File: src/rtl/shift_pkg.sv
package shift_pkg;

    typedef enum logic [1:0] {
        OP_SLL = 2'b00,
        OP_SRL = 2'b01,
        OP_SRA = 2'b10,
        OP_RSV = 2'b11
    } sh_op_e;

    typedef enum logic [1:0] {
        ST_IDLE   = 2'b00,
        ST_SHIFT  = 2'b01,
        ST_FINISH = 2'b10
    } sh_state_e;

endpackage

File: src/rtl/shift_stage.sv
module shift_stage
    import shift_pkg::*;
#(
    parameter int W    = 32,
    parameter int STEP = 1
) (
    input  logic [W-1:0] din,
    input  sh_op_e       op,
    input  logic         fill,
    output logic [W-1:0] dout
);
    always_comb begin
        unique case (op)
            OP_SRL, OP_SRA: dout = {{STEP{fill}}, din[W-1:STEP]};
            default:        dout = {din[W-1-STEP:0], {STEP{1'b0}}};
        endcase
    end
endmodule

File: src/rtl/shift_ctrl.sv
module shift_ctrl
    import shift_pkg::*;
(
    input  logic clk,
    input  logic rst_n,
    input  logic start,
    input  logic amt_zero,
    input  logic last_step,
    output logic load,
    output logic step_en,
    output logic busy,
    output logic done
);
    sh_state_e state_q, state_d;

    always_ff @(posedge clk or negedge rst_n) begin
        if (!rst_n) state_q <= ST_IDLE;
        else        state_q <= state_d;
    end

    always_comb begin
        state_d = state_q;
        unique case (state_q)
            ST_IDLE:   if (start) state_d = amt_zero ? ST_FINISH : ST_SHIFT;
            ST_SHIFT:  if (last_step) state_d = ST_FINISH;
            ST_FINISH: state_d = ST_IDLE;
            default:   state_d = ST_IDLE;
        endcase
    end

    always_comb begin
        load    = 1'b0;
        step_en = 1'b0;
        busy    = 1'b0;
        done    = 1'b0;
        unique case (state_q)
            ST_IDLE:   load = start;
            ST_SHIFT:  begin busy = 1'b1; step_en = 1'b1; end
            ST_FINISH: begin busy = 1'b1; done = 1'b1; end
            default:   ;
        endcase
    end
endmodule

File: src/rtl/iter_shifter.sv
module iter_shifter
    import shift_pkg::*;
#(
    parameter int WIDTH    = 32,
    parameter int BIG_STEP = 4
) (
    input  logic                     clk,
    input  logic                     rst_n,
    input  logic                     start,
    input  logic [1:0]               op,
    input  logic [$clog2(WIDTH)-1:0] amount,
    input  logic [WIDTH-1:0]         operand,
    output logic                     busy,
    output logic                     done,
    output logic [WIDTH-1:0]         result
);
    localparam int AW = $clog2(WIDTH);
    localparam logic [AW-1:0] BIG_W = AW'(BIG_STEP);
    localparam logic [AW-1:0] ONE_W = AW'(1);

    logic [WIDTH-1:0] data_q, small_nx, big_nx;
    logic [AW-1:0]    rem_q, rem_nx;
    sh_op_e           op_q;
    logic             sign_q, fill, use_big, last_step, load, step_en;

    assign fill      = (op_q == OP_SRA) ? sign_q : 1'b0;
    assign use_big   = (rem_q >= BIG_W);
    assign rem_nx    = rem_q - (use_big ? BIG_W : ONE_W);
    assign last_step = (rem_nx == '0);

    shift_stage #(.W(WIDTH), .STEP(1)) u_small (
        .din(data_q), .op(op_q), .fill(fill), .dout(small_nx)
    );
    shift_stage #(.W(WIDTH), .STEP(BIG_STEP)) u_big (
        .din(data_q), .op(op_q), .fill(fill), .dout(big_nx)
    );

    shift_ctrl u_ctrl (
        .clk(clk), .rst_n(rst_n), .start(start),
        .amt_zero(amount == '0), .last_step(last_step),
        .load(load), .step_en(step_en), .busy(busy), .done(done)
    );

    always_ff @(posedge clk or negedge rst_n) begin
        if (!rst_n) begin
            data_q <= '0;
            rem_q  <= '0;
            op_q   <= OP_SLL;
            sign_q <= 1'b0;
        end else if (load) begin
            data_q <= operand;
            rem_q  <= amount;
            op_q   <= sh_op_e'(op);
            sign_q <= operand[WIDTH-1];
        end else if (step_en) begin
            data_q <= use_big ? big_nx : small_nx;
            rem_q  <= rem_nx;
        end
    end

    assign result = data_q;
endmodule

File: config.mk
export PLATFORM = sky130hd
export DESIGN_NAME = iter_shifter
export DESIGN_NICKNAME = d
export VERILOG_FILES = /design/src/rtl/shift_pkg.sv /design/src/rtl/shift_stage.sv /design/src/rtl/shift_ctrl.sv /design/src/rtl/iter_shifter.sv
export SDC_FILE = /design/constraint.sdc
export NUM_CORES = 1
export LEC_CHECK = 0
export BUFFER_PORTS_ARGS = -buffer_cell sky130_fd_sc_hd__buf_2
export CORE_UTILIZATION = 53
export DETAILED_ROUTE_END_ITERATION = 7
export GPL_TIMING_DRIVEN = 0
export HOLD_SLACK_MARGIN = 0.05
export PLACE_DENSITY = 0.81
export SYNTH_ARGS = -nofsm -noshare
export SYNTH_HDL_FRONTEND = slang
export SYNTH_SLANG_ARGS = --single-unit
File: constraint.sdc
create_clock -name clk -period 2.6 [get_ports clk]
set_input_delay 0.13 -clock clk [delete_from_list [all_inputs] [get_ports clk]]
set_output_delay 0.13 -clock clk [all_outputs]
set_load 0.02 [all_outputs]
==> results of run 1 <==
-- layer usage --
metal	part of all wire	wire, um	vias to the layer above
met5	0	0	-
met1	0.43	3460	1339
li1	-	-	1208
met4	0.020	156	0
met3	0.052	416	15
met2	0.49	3920	109
-- logic make-up after synthesis --
family	Yosys count	share of synthesized area
xor+xnor	3	0.00899
compound gates	67	0.134
simple gates	65	0.101
flops	42	0.360
buf+inv	30	0.0681
mux	56	0.303
fa+ha+maj	6	0.0257
-- cell usage in the layout, fill, tap and decap left out, types with 2 or more instances in the layout --
cell type	synthesis	final
nand2_1	43	43
dfrtp_1	42	42
xnor2_1	2	2
dlygate4sd3_1	0	21
o21a_1	2	2
nand3_1	4	4
clkbuf_8	0	6
a221oi_1	3	3
a21oi_1	6	6
buf_2	4	79
mux2_2	4	4
buf_12	3	3
o21ai_0	36	36
buf_6	2	2
mux2i_1	28	28
inv_1	7	7
clkbuf_1	12	12
o211a_1	3	3
a31oi_1	2	2
nand2b_1	3	3
ha_1	6	6
o31ai_1	2	2
mux4_1	5	5
o21ai_1	8	8
nor2_1	5	5
mux4_2	19	19
-- per-stage QoR --
step                total power, mW  utilization
floorplan                      3.75            -
global placement               4.49        0.650
CTS                            5.10        0.707
detailed placement             4.63        0.650
finish                         5.14        0.708
global route                   5.48        0.708
-- where the power goes --
| part | internal, mW | switching, mW |
|---|---|---|
| Clock | 0.205 | 0.227 |
| Combinational | 1.55 | 1.72 |
| Sequential | 0.986 | 0.451 |
| Total | 2.74 | 2.40 |
-- critical path, cell delays in order (launching register included) --
cell and delay [ns]:
dfrtp_1 0.38, buf_6 0.14, or3_4 0.38, buf_6 0.16
inv_12 0.09, buf_12 0.15, buf_12 0.14, ha_1 0.27
nand2b_1 0.20, o221ai_2 0.21, nand3_1 0.12, a21oi_1 0.19
-- worst max path at each step --
stage / endpoint / slack (ns)
detailed placement: u_ctrl.state_q[1] / 0.08
global placement: u_ctrl.state_q[0] / 0.15
global route: u_ctrl.state_q[1] / -0.004
finish: u_ctrl.state_q[1] / 0.1
floorplan: u_ctrl.state_q[0] / 0.30
CTS: u_ctrl.state_q[1] / 0.04
-- what timing repair did --
item,in CTS,in global routing
hold buffers,21,0
gates resized for setup,0,1
endpoints found under the setup margin,0,2
hold endpoints to repair,62,0
-- layout make-up --
class                           instances  area (um^2)  share of cell area
Buffer                                 22          156              0.0424
Inverter                                8         42.5              0.0115
Multi-Input combinational cell        197         1680               0.456
Timing Repair Buffer                   96          586               0.159
Sequential cell                        42         1050               0.285
Tap cell                               70         87.6              0.0238
Clock buffer                            6         82.6              0.0224
-- flip-flops by register name (all words and copies together) (netlist names) --
signal          flops
result             32
u_ctrl.state_q      2
op_q                2
sign_q              1
rem_q               5
==> parameters.txt, run 1 <==
Parameter                              Value

Logic synthesis
  Syn avg cell area    10.9 um^2
  Mapped Cells    269
  Main synth FF type    dfrtp_1
  Sequential element share of the synthesized area    0.360
  Fraction of post-synthesis cell area in the top cell type by area    0.360
  Number of flops mapped to enable cells by yosys    0
  Yosys cell types    42
  Ranking of synthesized cells by area    dfrtp_1 36%, mux4_2 15%, mux2i_1 9.6%
  Synth warn    0
  Post-synthesis instance area    2920 um^2
  Library cell with the largest summed area after synthesis    dfrtp_1
  Post-synth top cells    43 x nand2_1, 42 x dfrtp_1, 36 x o21ai_0
  Asr flop ratio synth    1.00
  Net count after synthesis    317
  #FFs+latches synth    42
  Most used standard cell by instance count after synthesis    nand2_1

Min path
  Worst hold path stage count    3
  HP Start    operand[23]
  Kind of path behind the tightest hold check    in2reg
  End of the worst hold path    result[23]

Clock network
  Total clock buffers created by CTS    5
  Max clock buf depth    2
  Insertion delay of the later-clocked pin in the worst-skew pair    0.30 ns
  Count of buffers added by post-CTS timing repair for setup    0
  Sink count of the clock tree    42
  Level count of the clock H-tree    2
  Cell chosen for the clock root    clkbuf_8
  Register clock-pin slew on the reported worst setup and hold paths    0.08 ns
  CTS tree    done

Layout
  Cell area after layout    3680 um^2
  Final standard cell count with taps included and fillers excluded    441
  N_diodes    0
  Fraction of layout cells with a size suffix above 1    0.313
  Nets    420
  Area growth from synthesis to layout    26.1%
  Filler cell count in the final layout    385

Global routing
  Global-route met1 utilization    0.392
  First-pass GRT wire length    13,000 um
  Number of antenna violations at the first check in global routing    0
  Overflow after GRT    0
  GRT Overall Usage    0.287
  GR met2 Demand/Resource    0.458
  Largest net degree at the start of global routing    43
  Fraction of met3 tracks used by global routing    0.0347
  Number of global-route vias before repair    2,601
  Busiest layer in global routing    met2

Drt
  Via density per instance    6.06
  Wirelength, routed    7950 um
  WL/cell    18.0 um
  Pre-antenna DRT Iters    4
  Post-route DRC violation count    0
  Via total after detailed routing    2,671
  Antenna Nets Post-Route    0
  First DRT Iteration DRCs    218

Place
  Final Wtd Congestion    0.852
  Placed cell count    414
  Placed Instance Area    3390 um^2
  Worst setup slack before clock tree synthesis    0.0777 ns
  HPWL after detailed placement    5440 um
  Port Buf Inserts    75

STA
  Final hold violation count    0
  Final number of max-transition violations    0
  Max Fclk    400 MHz
  Final worst-path cycle share    0.962
  Post-route setup TNS    0 ns
  Final min period    2.50 ns
  Setup slack after layout    0.0982 ns
  Slew at the pin closest to its max-slew limit    0.932 ns
  Final setup violation count    0
  Tightest hold margin    0.0471 ns
  Max-Slew Margin vs Limit    0.378
  Setup clock skew after layout    0.00828 ns

Floorplan
  Area of the core    5200 um^2
  Top-level port count    76
  Std cell rows    26
  Die boundary height    76.3 um
  Die boundary width    76.3 um
  Die area    5820 um^2
  Initial Utilization    0.562

Worst setup path
  Slack of the worst reg-to-reg path    0.1 ns
  R2R depth    11
  Critical path launch point type    flop
  Origin of the critical flop-to-flop path    rem_q[3]
  Type of the worst setup path    reg2reg
  Sort of element at the end of the critical path    flop
  CP Data Arrival Time    2.73 ns
  Maximum fanout along the worst path    10
  Worst setup startpoint    rem_q[3]
  Worst path required time    2.83 ns
  End of the worst register-to-register path    u_ctrl.state_q[1]

Pwr
  Worst vdd ir    825 uV
  Areal power density over the cells    1400 nW/um^2
  Leakage power of the design    1.63 nW

Outcome
  Outcome    completed

Flow run
  Max_cap viols    0
No activity file was read; power rests on OpenSTA's default activity.
==> inputs of run 2 (changes only) <==
- CELL_PAD_IN_SITES_DETAIL_PLACEMENT: default -> 0
- CELL_PAD_IN_SITES_GLOBAL_PLACEMENT: default -> 1
- CORE_UTILIZATION: 53 -> 41
==> run 2 against run 1 <==
  * Flip-flop and latch count is the same
  * Largest power group unchanged
  * Highest routed layer unchanged
  * Global-route usage decreased by 6.8 points
  * First-iteration DRC count is 36% lower
  * Fmax grew 2.7%
  * Via count is 4.0% lower
  * Final cell count up 8.2%
  * Critical path depth unchanged
  * Routed wire length shrank 1.9%
  * Clock power is 22% higher
  * Critical path type unchanged
  * Core utilization fell by 15 points
==> parameters.txt, run 2 (synthesis gave the netlist of run 1 again) <==
Parameter                              Value

Floorplan
  Die boundary width    86.4 um (was 76.3 um)
  Die area    7470 um^2 (was 5820 um^2)
  Top-level port count    76 (unchanged)
  Die boundary height    86.4 um (was 76.3 um)
  Std cell rows    30 (was 26)
  Area of the core    6830 um^2 (was 5200 um^2)
  Initial Utilization    0.428 (was 0.562)

Worst setup path
  Slack of the worst reg-to-reg path    0.16 ns (was 0.1 ns)
  Worst setup startpoint    rem_q[3] (unchanged)
  Worst path required time    2.78 ns (was 2.83 ns)
  Type of the worst setup path    reg2reg (unchanged)
  R2R depth    11 (unchanged)
  Critical path launch point type    flop (unchanged)
  Sort of element at the end of the critical path    flop (unchanged)
  End of the worst register-to-register path    u_ctrl.state_q[0] (was u_ctrl.state_q[1])
  Maximum fanout along the worst path    10 (unchanged)
  Origin of the critical flop-to-flop path    rem_q[3] (unchanged)
  CP Data Arrival Time    2.61 ns (was 2.73 ns)

Layout
  Final standard cell count with taps included and fillers excluded    477 (was 441)
  Filler cell count in the final layout    645 (was 385)
  N_diodes    0 (unchanged)
  Register Area    1050 um^2 (unchanged)
  Commonest cells after routing, fill and taps aside    79 x buf_2, 43 x nand2_1, 42 x dfrtp_1, 36 x o21ai_0, 29 x dlygate4sd3_1 (was 79 x buf_2, 43 x nand2_1, 42 x dfrtp_1, 36 x o21ai_0, 28 x mux2i_1)
  Area growth from synthesis to layout    30.9% (was 26.1%)
  Number of flip-flops in the largest register    32 (unchanged)
  Nets    428 (was 420)
  Fraction of layout cells with a size suffix above 1    0.307 (was 0.313)
  Cell area after layout    3820 um^2 (was 3680 um^2)
  Footprint of the multi-input gates    1680 um^2 (unchanged)
  Most common cell after layout, fill and taps aside    buf_2 (unchanged)

Global routing
  Number of global-route vias before repair    2,467 (was 2,601)
  GRT Overall Usage    0.219 (was 0.287)
  Overflow after GRT    0 (unchanged)
  Number of antenna violations at the first check in global routing    0 (unchanged)
  First-pass GRT wire length    12,400 um (was 13,000 um)
  Largest net degree at the start of global routing    43 (unchanged)

Place
  Final Wtd Congestion    0.831 (was 0.852)
  HPWL after detailed placement    5470 um (was 5440 um)
  Port Buf Inserts    75 (unchanged)
  Placed Instance Area    3420 um^2 (was 3390 um^2)
  Worst setup slack before clock tree synthesis    0.100 ns (was 0.0777 ns)
  Placed cell count    440 (was 414)

Clock network
  Cell chosen for the clock root    clkbuf_8 (unchanged)
  Level count of the clock H-tree    2 (unchanged)
  Count of buffers added by post-CTS timing repair for setup    0 (unchanged)
  CTS tree    done (unchanged)
  Register clock-pin slew on the reported worst setup and hold paths    0.08 ns (about the same)
  Total clock buffers created by CTS    5 (unchanged)
  Sink count of the clock tree    42 (unchanged)
  Insertion delay of the later-clocked pin in the worst-skew pair    0.31 ns (was 0.30 ns)
  Max clock buf depth    2 (unchanged)

Min path
  HP Start    operand[31] (was operand[23])
  Kind of path behind the tightest hold check    in2reg (unchanged)
  Worst hold path stage count    3 (unchanged)
  End of the worst hold path    sign_q (was result[23])

Pwr
  Areal power density over the cells    1350 nW/um^2 (was 1400 nW/um^2)
  Worst vdd ir    577 uV (was 825 uV)
  Leakage power of the design    1.67 nW (was 1.63 nW)
  Total chip power    5.18 mW (was 5.14 mW)

Drt
  Wirelength, routed    7800 um (was 7950 um)
  WL/cell    16.3 um (was 18.0 um)
  Via total after detailed routing    2,565 (was 2,671)
  Post-route DRC violation count    0 (unchanged)
  Antenna Nets Post-Route    0 (unchanged)
  Pre-antenna DRT Iters    4 (unchanged)
  First DRT Iteration DRCs    140 (was 218)
  Via density per instance    5.38 (was 6.06)

STA
  Setup slack after layout    0.164 ns (was 0.0982 ns)
  Slew at the pin closest to its max-slew limit    0.966 ns (was 0.932 ns)
  Setup clock skew after layout    0.00650 ns (was 0.00828 ns)
  Final worst-path cycle share    0.937 (was 0.962)
  Final min period    2.44 ns (was 2.50 ns)
  Final hold violation count    0 (unchanged)
  Unrepaired setup endpoints after global routing    false
  Final number of max-transition violations    0 (unchanged)
  Max-Slew Margin vs Limit    0.356 (was 0.378)
  Max Fclk    410 MHz (was 400 MHz)
  Final setup violation count    0 (unchanged)
  Post-route setup TNS    0 ns (unchanged)

Flow run
  Max_cap viols    0 (unchanged)

Outcome
  Outcome    completed (unchanged)
[run 2: worst max path at each step]
stage                             end  slack [ns]  cells past startpoint
finish              u_ctrl.state_q[0]        0.16                     11
CTS                 u_ctrl.state_q[0]        0.08                     11
global route        u_ctrl.state_q[1]        0.02                     11
global placement    u_ctrl.state_q[1]        0.14                     11
floorplan           u_ctrl.state_q[0]        0.30                     11
detailed placement  u_ctrl.state_q[0]        0.10                     11
[run 2: layer usage]
| layer | track usage | share of wire |
|---|---|---|
| met3 | 0.0381 | 0.053 |
| met1 | 0.311 | 0.46 |
| met5 | 0 | 0 |
| met4 | 0.0530 | 0.0088 |
| met2 | 0.353 | 0.48 |
[run 2: what timing repair did]
action | in CTS | in global routing
hold buffers | 29 | 0
gates resized for setup | 0 | 1
hold endpoints to repair | 70 | 0
endpoints found under the setup margin | 0 | 2
[run 2: power breakdown]
part / switching [mW] / internal (mW) / total [mW]
Clock: 0.242 / 0.287 / 0.529
Sequential: 0.443 / 0.985 / 1.43
Combinational: 1.67 / 1.55 / 3.22
[run 2: per-stage QoR]
stage,utilization,hold WS [ns]
floorplan,-,-0.166
global placement,0.500,0.323
detailed placement,0.500,0.329
CTS,0.559,0.0540
global route,0.560,0.0747
finish,0.560,0.0438
[run 2: final cells by class]
class	instances	area share
plain buffers	22	0.0409
multi-input cells	197	0.439
flip-flops and latches	42	0.275
clock buffers	6	0.0190
well taps	96	0.0314
clock inverters	2	0.00981
repair buffers	104	0.174
inverters	8	0.0111
[run 2: critical path, stage by stage (launching register included)]
cell and delay [ns]:
dfrtp_1 0.38, buf_6 0.13, or3_4 0.38, buf_6 0.16, inv_12 0.08, buf_12 0.14, buf_12 0.13, ha_1 0.27
nand2b_1 0.20, o221ai_2 0.19, a21o_1 0.15, o211ai_1 0.09
==> inputs of run 3 (changes only) <==
- CORE_ASPECT_RATIO: default -> 0.8
==> run 3 against run 2 <==
  * Non-clock buffer count down 5
  * Final cell count decreased by 2.9%
  * Clock skew increased by 0.0061 ns
  * First-iteration DRC count down 31%
  * Cell area fell by 2.1%
  * Sequential power barely moved
  * Core utilization shrank 1.6 points
  * Routed wire length is 3.4% higher
  * Die area is essentially flat
  * Register-to-register slack about the same
==> parameters.txt, run 3 (synthesis gave the netlist of run 1 again) <==
Parameter                              Value

Drt
  Via density per instance    5.59 (was 5.38)
  Via total after detailed routing    2,589 (was 2,565)
  First DRT Iteration DRCs    96 (was 140)
  WL/cell    17.4 um (was 16.3 um)
  Pre-antenna DRT Iters    4 (unchanged)
  Wirelength, routed    8070 um (was 7800 um)
  Antenna Nets Post-Route    0 (unchanged)
  Post-route DRC violation count    0 (unchanged)

STA
  Final hold violation count    0 (unchanged)
  Final worst-path cycle share    0.936 (was 0.937)
  Max-Slew Margin vs Limit    0.364 (was 0.356)
  Final number of max-transition violations    0 (unchanged)
  Unrepaired setup endpoints after global routing    false (unchanged)
  Final setup violation count    0 (unchanged)
  Final min period    2.43 ns (was 2.44 ns)
  Max Fclk    411 MHz (was 410 MHz)
  Setup clock skew after layout    0.0126 ns (was 0.00650 ns)
  Post-route setup TNS    0 ns (unchanged)
  Slew at the pin closest to its max-slew limit    0.954 ns (was 0.966 ns)
  Tightest hold margin    0.0495 ns (was 0.0438 ns)

Layout
  N_diodes    0 (unchanged)
  Cell area after layout    3750 um^2 (was 3820 um^2)
  Nets    423 (was 428)
  Commonest cells after routing, fill and taps aside    79 x buf_2, 43 x nand2_1, 42 x dfrtp_1, 36 x o21ai_0, 28 x mux2i_1 (was 79 x buf_2, 43 x nand2_1, 42 x dfrtp_1, 36 x o21ai_0, 29 x dlygate4sd3_1)
  Area growth from synthesis to layout    28.2% (was 30.9%)
  Number of flip-flops in the largest register    32 (unchanged)
  Post-Route Utilization    0.544 (was 0.560)
  Register Area    1050 um^2 (unchanged)
  Footprint of the multi-input gates    1680 um^2 (unchanged)
  Most common cell after layout, fill and taps aside    buf_2 (unchanged)
  Fraction of layout cells with a size suffix above 1    0.314 (was 0.307)
  Filler cell count in the final layout    629 (was 645)

Clock network
  Max clock buf depth    2 (unchanged)
  Cell chosen for the clock root    clkbuf_8 (unchanged)
  CTS tree    done (unchanged)
  Register clock-pin slew on the reported worst setup and hold paths    0.08 ns (about the same)
  Sink count of the clock tree    42 (unchanged)
  Total clock buffers created by CTS    5 (unchanged)
  Insertion delay of the later-clocked pin in the worst-skew pair    0.30 ns (was 0.31 ns)
  Level count of the clock H-tree    2 (unchanged)

Worst setup path
  Worst path required time    2.83 ns (was 2.78 ns)
  Delay-heaviest family, CP    simple AND/OR/NAND/NOR gates (was buffers and inverters)
  Sort of element at the end of the critical path    flop (unchanged)
  Type of the worst setup path    reg2reg (unchanged)
  Cell-by-cell listing of the critical path    buf_6 -> or3_4 -> buf_6 -> inv_12 -> buf_12 -> buf_12 -> ha_1 -> nand2b_1 -> o221ai_2 -> nand3_1 -> a21oi_1 (was buf_6 -> or3_4 -> buf_6 -> inv_12 -> buf_12 -> buf_12 -> ha_1 -> nand2b_1 -> o221ai_2 -> a21o_1 -> o211ai_1)
  Number of buffer and inverter stages on the critical path    5 (unchanged)
  Slowest cell on the critical path    dfrtp_1 (unchanged)
  Critical path launch point type    flop (unchanged)
  Largest incremental delay on the critical path    0.38 ns (about the same)
  Maximum fanout along the worst path    10 (unchanged)
  CP Data Arrival Time    2.66 ns (was 2.61 ns)
  Slack of the worst reg-to-reg path    0.17 ns (was 0.16 ns)

Floorplan
  Die boundary height    77.5 um (was 86.4 um)
  Die area    7470 um^2 (about the same)
  Std cell rows    27 (was 30)
  Die boundary width    96.4 um (was 86.4 um)
  Initial Utilization    0.424 (was 0.428)
  Area of the core    6890 um^2 (was 6830 um^2)
  Top-level port count    76 (unchanged)

Flow run
  Max_cap viols    0 (unchanged)

Pwr
  Leakage power of the design    1.65 nW (was 1.67 nW)
  Worst vdd ir    634 uV (was 577 uV)
  Total chip power    5.13 mW (was 5.18 mW)
  Areal power density over the cells    1370 nW/um^2 (was 1350 nW/um^2)

Place
  Final Wtd Congestion    0.813 (was 0.831)
  Placed Instance Area    3410 um^2 (was 3420 um^2)
  HPWL after detailed placement    5750 um (was 5470 um)
  Port Buf Inserts    75 (unchanged)

Global routing
  Number of antenna violations at the first check in global routing    0 (unchanged)
  Largest net degree at the start of global routing    43 (unchanged)
  Number of global-route vias before repair    2,574 (was 2,467)
  Overflow after GRT    0 (unchanged)
  GRT Overall Usage    0.234 (was 0.219)
  First-pass GRT wire length    13,200 um (was 12,400 um)

Outcome
  Outcome    completed (unchanged)

Min path
  Kind of path behind the tightest hold check    in2reg (unchanged)
## run 3: cell types whose count changed in the layout (fill, tap and decap cells not counted), sizes merged
cell	previous run	this run
clkbuf	18	19
dlygate4sd3	29	24
clkinv	0	1
clkinvlp	1	0
bufinv	1	0
## run 3: power breakdown
group | switching, mW | internal, mW
Clock | 0.238 | 0.215
Sequential | 0.459 | 0.985
Combinational | 1.69 | 1.55
## run 3: per-stage QoR
stage,instances,setup WS (ns)
detailed placement,431,0.112
CTS,463,0.0839
global route,463,0.000352
finish,463,0.167
floorplan,269,0.301
global placement,431,0.127
## run 3: path summary, 6_finish.rpt
check	from	to	cells after the start
worst min-delay path	operand[23]	result[23]	3
worst max register to register	rem_q[3]	u_ctrl.state_q[1]	11
min in group asynchronous	rst_n	result[27]	2
worst max-delay path	rem_q[3]	u_ctrl.state_q[1]	11
worst min register to register	sign_q	sign_q	2
max in group asynchronous	rst_n	result[10]	2
## run 3: timing repair
item | 4_1_cts | 5_1_grt
buffers inserted | 0 | 0
setup endpoints to repair | 0 | 3
hold endpoints to repair | 65 | 0
resized for setup | 0 | 3
hold buffers | 24 | 0
## run 3: worst reg2reg max path, delay by kind of cell, from the launching register on
kind                       cells  cell delay [ns]
and+or+nand+nor                3             0.69
buffers and inverters          5             0.67
DFF                            1             0.38
AOI/OAI and AO/OA              2             0.37
adders and majority gates      1             0.27
## run 3: cell type report
| class | instances | share of cell area |
|---|---|---|
| buffer | 22 | 0.0421 |
| clock buffer | 7 | 0.0230 |
| clock inverter | 1 | 0.00134 |
| inverter | 8 | 0.0114 |
| multi-input combinational | 197 | 0.448 |
| sequential | 42 | 0.281 |
| tap | 87 | 0.0291 |
| timing repair buffer | 99 | 0.164 |
## run 3: layer usage
layer	GRT usage	vias to the layer above	share of wire
met4	0.0471	0	0.0068
li1	-	1219	-
met2	0.345	96	0.45
met5	0	-	0
met3	0.0392	7	0.060
met1	0.361	1267	0.48
